`config.mk`:
```
export PLATFORM = sky130hd
export DESIGN_NAME = postWriteBuffer
export DESIGN_NICKNAME = d
export VERILOG_FILES = /design/src/rtl/pwbPkg.sv /design/src/rtl/pwbCtrl.sv /design/src/rtl/pwbData.sv /design/src/rtl/postWriteBuffer.sv
export SDC_FILE = /design/constraint.sdc
export NUM_CORES = 1
export LEC_CHECK = 0
export BUFFER_PORTS_ARGS = -buffer_cell sky130_fd_sc_hd__buf_2
export CELL_PAD_IN_SITES_DETAIL_PLACEMENT = 1
export CELL_PAD_IN_SITES_GLOBAL_PLACEMENT = 1
export CORE_ASPECT_RATIO = 1.75
export CORE_MARGIN = 1.5
export CORE_UTILIZATION = 47
export DETAILED_ROUTE_END_ITERATION = 10
export PLACE_DENSITY = 0.89
export SYNTH_ARGS = -nofsm -noshare
export SYNTH_HDL_FRONTEND = slang
export SYNTH_HIERARCHICAL = 1
export SYNTH_SLANG_ARGS = --single-unit
```
`constraint.sdc`:
```
create_clock -name clk -period 12.2 [get_ports clk]
set_input_delay 1.22 -clock clk [delete_from_list [all_inputs] [get_ports clk]]
set_output_delay 1.22 -clock clk [all_outputs]
set_load 0.01 [all_outputs]
```
`src/rtl/pwbPkg.sv`:
```
package pwbPkg;
  typedef enum logic [1:0] {
    SP_MEM     = 2'b00,
    SP_IO      = 2'b01,
    SP_CFG     = 2'b10,
    SP_SPECIAL = 2'b11
  } spaceT;

  typedef struct packed {
    logic push;
    logic pop;
  } strobeT;
endpackage

```
`src/rtl/pwbCtrl.sv`:
```
module pwbCtrl
  import pwbPkg::*;
#(
  parameter int DEPTH = 2,
  localparam int PTR_W = (DEPTH > 1) ? $clog2(DEPTH) : 1,
  localparam int CNT_W = $clog2(DEPTH + 1)
) (
  input  logic             clk,
  input  logic             rstN,
  input  logic             reqValid,
  input  logic             reqWrite,
  input  logic             reqLocal,
  input  spaceT            reqSpace,
  input  logic             npDone,
  input  logic             drainReady,
  output logic             reqAccept,
  output logic             reqRearb,
  output logic             reqStall,
  output logic             regWe,
  output logic             npValid,
  output logic             drainValid,
  output logic             isEmpty,
  output strobeT           strobe,
  output logic [PTR_W-1:0] wrIdx,
  output logic [PTR_W-1:0] rdIdx
);
  localparam logic [CNT_W-1:0] FULL_CNT = CNT_W'(DEPTH);
  localparam logic [PTR_W-1:0] LAST_IDX = PTR_W'(DEPTH - 1);

  logic [CNT_W-1:0] count;
  logic postable, isFull, npFwd, localOk;

  assign postable = reqWrite && !reqLocal &&
                    (reqSpace == SP_MEM || reqSpace == SP_IO);
  assign isEmpty  = (count == '0);
  assign isFull   = (count == FULL_CNT);

  assign strobe.push = reqValid && postable && !isFull;
  assign strobe.pop  = !isEmpty && drainReady;

  assign npFwd      = reqValid && !postable && !reqLocal && isEmpty;
  assign localOk    = reqValid && reqLocal && isEmpty;
  assign npValid    = npFwd;
  assign regWe      = localOk && reqWrite;
  assign reqRearb   = reqValid && postable && isFull;
  assign reqAccept  = strobe.push || (npFwd && npDone) || localOk;
  assign reqStall   = reqValid && !postable && !reqAccept;
  assign drainValid = !isEmpty;

  always_ff @(posedge clk) begin
    if (!rstN) begin
      count <= '0;
      wrIdx <= '0;
      rdIdx <= '0;
    end else begin
      if (strobe.push) wrIdx <= (wrIdx == LAST_IDX) ? '0 : wrIdx + PTR_W'(1);
      if (strobe.pop)  rdIdx <= (rdIdx == LAST_IDX) ? '0 : rdIdx + PTR_W'(1);
      case ({strobe.push, strobe.pop})
        2'b10:   count <= count + CNT_W'(1);
        2'b01:   count <= count - CNT_W'(1);
        default: count <= count;
      endcase
    end
  end
endmodule

```
`src/rtl/pwbData.sv`:
```
module pwbData
  import pwbPkg::*;
#(
  parameter int DEPTH = 2,
  parameter int AW    = 32,
  parameter int DW    = 32,
  localparam int BEW  = DW / 8,
  localparam int PTR_W = (DEPTH > 1) ? $clog2(DEPTH) : 1
) (
  input  logic             clk,
  input  logic             rstN,
  input  strobeT           strobe,
  input  logic [PTR_W-1:0] wrIdx,
  input  logic [PTR_W-1:0] rdIdx,
  input  logic [AW-1:0]    reqAddr,
  input  logic [DW-1:0]    reqData,
  input  logic [BEW-1:0]   reqBe,
  input  spaceT            reqSpace,
  output logic [AW-1:0]    drainAddr,
  output logic [DW-1:0]    drainData,
  output logic [BEW-1:0]   drainBe,
  output spaceT            drainSpace
);
  typedef struct packed {
    logic [AW-1:0]  addr;
    logic [DW-1:0]  data;
    logic [BEW-1:0] be;
    spaceT          space;
  } entryT;

  entryT slots [DEPTH];

  for (genvar g = 0; g < DEPTH; g++) begin : gSlot
    always_ff @(posedge clk) begin
      if (!rstN) begin
        slots[g] <= '0;
      end else if (strobe.push && wrIdx == PTR_W'(g)) begin
        slots[g] <= '{addr: reqAddr, data: reqData, be: reqBe, space: reqSpace};
      end
    end
  end

  assign drainAddr  = slots[rdIdx].addr;
  assign drainData  = slots[rdIdx].data;
  assign drainBe    = slots[rdIdx].be;
  assign drainSpace = slots[rdIdx].space;
endmodule

```
`src/rtl/postWriteBuffer.sv`:
```
module postWriteBuffer
  import pwbPkg::*;
#(
  parameter int DEPTH = 2,
  parameter int AW    = 32,
  parameter int DW    = 32,
  localparam int BEW  = DW / 8,
  localparam int PTR_W = (DEPTH > 1) ? $clog2(DEPTH) : 1
) (
  input  logic           clk,
  input  logic           rstN,
  input  logic           reqValid,
  input  logic           reqWrite,
  input  logic           reqLocal,
  input  logic [1:0]     reqSpace,
  input  logic [AW-1:0]  reqAddr,
  input  logic [DW-1:0]  reqData,
  input  logic [BEW-1:0] reqBe,
  output logic           reqAccept,
  output logic           reqRearb,
  output logic           reqStall,
  output logic           regWe,
  output logic           npValid,
  input  logic           npDone,
  output logic           drainValid,
  input  logic           drainReady,
  output logic [AW-1:0]  drainAddr,
  output logic [DW-1:0]  drainData,
  output logic [BEW-1:0] drainBe,
  output logic [1:0]     drainSpace,
  output logic           bufEmpty
);
  strobeT           strobe;
  logic [PTR_W-1:0] wrIdx, rdIdx;
  spaceT            headSpace;

  pwbCtrl #(.DEPTH(DEPTH)) u_ctrl (
    .clk(clk), .rstN(rstN),
    .reqValid(reqValid), .reqWrite(reqWrite), .reqLocal(reqLocal),
    .reqSpace(spaceT'(reqSpace)),
    .npDone(npDone), .drainReady(drainReady),
    .reqAccept(reqAccept), .reqRearb(reqRearb), .reqStall(reqStall),
    .regWe(regWe), .npValid(npValid), .drainValid(drainValid),
    .isEmpty(bufEmpty), .strobe(strobe), .wrIdx(wrIdx), .rdIdx(rdIdx)
  );

  pwbData #(.DEPTH(DEPTH), .AW(AW), .DW(DW)) u_data (
    .clk(clk), .rstN(rstN), .strobe(strobe), .wrIdx(wrIdx), .rdIdx(rdIdx),
    .reqAddr(reqAddr), .reqData(reqData), .reqBe(reqBe),
    .reqSpace(spaceT'(reqSpace)),
    .drainAddr(drainAddr), .drainData(drainData), .drainBe(drainBe),
    .drainSpace(headSpace)
  );

  assign drainSpace = headSpace;
endmodule

```
==> impl_metrics.tcl <==
set metrics [dict create \
    syn_area_um2 6600 \
    syn_nets 570 \
    startpoint_type "input port" \
    grt_first_pass_wirelength_mm 24.7 \
    rsz0062_at_grt "false" \
    drc 0 \
    crit_type "input port to register" \
    ys_seq_area_share_pct 64.9 \
    cts_max_path_buffers 2 \
    routed_wl_mm 16.0 \
    crit_top_cell "buf_4" \
    cts_tree "built" \
    wl_per_cell_um 19.4 \
    vias_per_cell 5.07 \
    pin_count 154 \
    power_density_nw_per_um2 150 \
    place_hpwl_mm 10.5 \
    r2r_cells 6 \
    coreArea_um2 13800 \
    antenna_found_initial 1 \
    rows 57 \
    synth_top_area_share_pct 63.7 \
    dp_slack_ns 8.00 \
    synthCells 492 \
    synth_flop_cell "edfxtp_1" \
    ctsResizeCount 0 \
    synth_most_common_cell "nor2_1" \
    cp.required_ns 12.23 \
    hold_viol_final 0 \
    grt_max_degree 75 \
    setup-tns-final_ns 0 \
    root_buffer "clkbuf_16" \
    n_antenna_cell 0 \
    fin_nets 716 \
    synthArstFlopShare_pct 0 \
    path_max_fanout 74 \
    area.growth.synth_to_final_pct 20.9 \
    fin_area_um2 7980 \
    period_share_pct 30.8 \
    synthTopCellsByCount "nor2_1, edfxtp_1, nand2_1" \
    grt_util_all_layers_pct 22.5 \
    vias 4196 \
    worst_pin_slew_ns 1.00 \
    io_buffers 153 \
    worstPathArrival_ns 3.80 \
    synth-seq-cells 144 \
    cts_max_level 4 \
    slowest_stage "buf_4" \
    dieHeight_um 160 \
    setup_slack_ns 8.44 \
    setup_viol 0 \
    syn_avg_cell_area_um2 13.4 \
    holdBufCountCts 0 \
    whs_ns 0.555 \
    clock_latency_ns 0.41 \
    dp.cells 796 \
    drtIter0Drc 290 \
    firstDrtPassIters 4 \
    multi_input_area_um2 2080 \
    ys_warn_count 6 \
    slew_viol_final 0 \
    post_cts_buffers 0 \
    die-area_um2 14800 \
    numClockSinks 144 \
    cts_buffers 17 \
    drive_above_1_share_pct 40.6 \
    skew_ns 0.00906 \
    ir_drop_v 0.000114 \
    crit_chain "buf_2 -> nand2b_1 -> nor3b_4 -> buf_4 -> inv_1 -> o21ai_4 -> buf_4" \
    post_dp_cell_area_um2 7410 \
    cp-end-kind "register" \
    synth_edf_count 140 \
    power_leakage_nw 3.22 \
    slowest_delay_ns 0.72 \
    status "completed" \
    detail-route-antenna-nets 0 \
    fmax_mhz 266 \
    final-seq-area_um2 4290 \
    grt_pass1_vias 4618 \
    grt_overflow_total 0 \
    drv_cap 0 \
    yosys-top-cells-area "edfxtp_1, mux2_4, nor2_1" \
    min_path_cells 2 \
    ys_types 24 \
    finalCriticalPeriod_ns 3.76 \
    clk_transition_reported_paths_ns 0.06 \
    initial_core_util_pct 47.9 \
    final_cell_count_no_fill 827 \
    gp_congestion 0.787 \
    slew_headroom_pct 33.3 \
    fill_cells 1426 \
    yosys.area.top_type "edfxtp_1" \
    dieWidth_um 92.6 \
    hp-class "register to register" \
]
[path summary, 6_finish.rpt]
check | slack (ns) | endpoint | start
worst max-delay path | 8.44 | u_data/slots[0][6] | reqLocal
worst min-delay path | 0.56 | u_ctrl/count[1] | u_ctrl/count[1]
worst max register to register | 8.96 | u_data/slots[0][6] | u_ctrl/count[0]
worst min register to register | 0.56 | u_ctrl/count[1] | u_ctrl/count[1]
[flip-flops by register name, indices dropped and copies added, names as in the netlist]
signal,flops
u_ctrl/wrIdx,1
u_ctrl/count,2
u_ctrl/rdIdx,1
u_data/slots,140
[per-stage QoR]
step                      util, %  total power, mW
after floorplan                 -            0.669
after global placement       53.8            0.707
after detailed placement     53.8            0.714
after CTS                    57.9             1.20
after global routing         57.9             1.23
final                        57.9             1.20
[layout make-up]
type,instances,share of cell area (%)
repair buffers,158,10.1
clock buffers,17,5.33
inverters,4,0.188
multi-input cells,313,26.1
flip-flops and latches,144,53.8
clock inverters,14,1.80
well taps,177,2.78
[layout by cell type, fill, tap and decap left out, types with 2 or more instances in the layout]
cell        count
and2_1          2
buf_2         153
buf_4           5
bufinv_16       2
clkbuf_16      17
clkinv_2        3
clkinv_4        3
clkinvlp_4      4
dfxtp_1         3
edfxtp_1      140
inv_1           4
mux2_4         70
nand2_1        72
nand2b_1        5
nor2_1        142
nor3_1          2
o21ai_0         3
xnor2_1         3
[cell families (layout without fill, tap and decap cells)]
family / count (synthesis) / in the layout / share of synthesized area (%)
buffers and inverters: 35 / 193 / 4.04
and+or+nand+nor: 231 / 231 / 13.7
xor gates and xnor gates: 3 / 3 / 0.398
adders and majority gates: 1 / 1 / 0.190
DFF: 144 / 144 / 64.9
muxes: 71 / 71 / 16.1
AOI/OAI and AO/OA: 7 / 7 / 0.626
[where the power goes]
part / switching, mW / internal, mW / total, mW
Clock: 0.194 / 0.299 / 0.492
Combinational: 0.0660 / 0.0616 / 0.128
Sequential: 0.0126 / 0.562 / 0.575
Total: 0.272 / 0.923 / 1.20
[worst max-delay path, delay by kind of cell]
family	cells	cell delay, ns
AND/OR/NAND/NOR	2	0.43
AO/OA/AOI/OAI	1	0.39
buffers and inverters	4	1.66
[per-layer routing]
metal | wire [um] | share of wire (%) | track usage, % | vias to the layer above
li1 | - | - | - | 1979
met2 | 8900 | 55 | 41.0 | 131
met4 | 554 | 3.5 | 9.79 | 0
met5 | 0 | 0 | 0 | -
met1 | 5820 | 36 | 23.9 | 2056
met3 | 762 | 4.8 | 5.71 | 30
No activity file was read; power rests on OpenSTA's default activity.
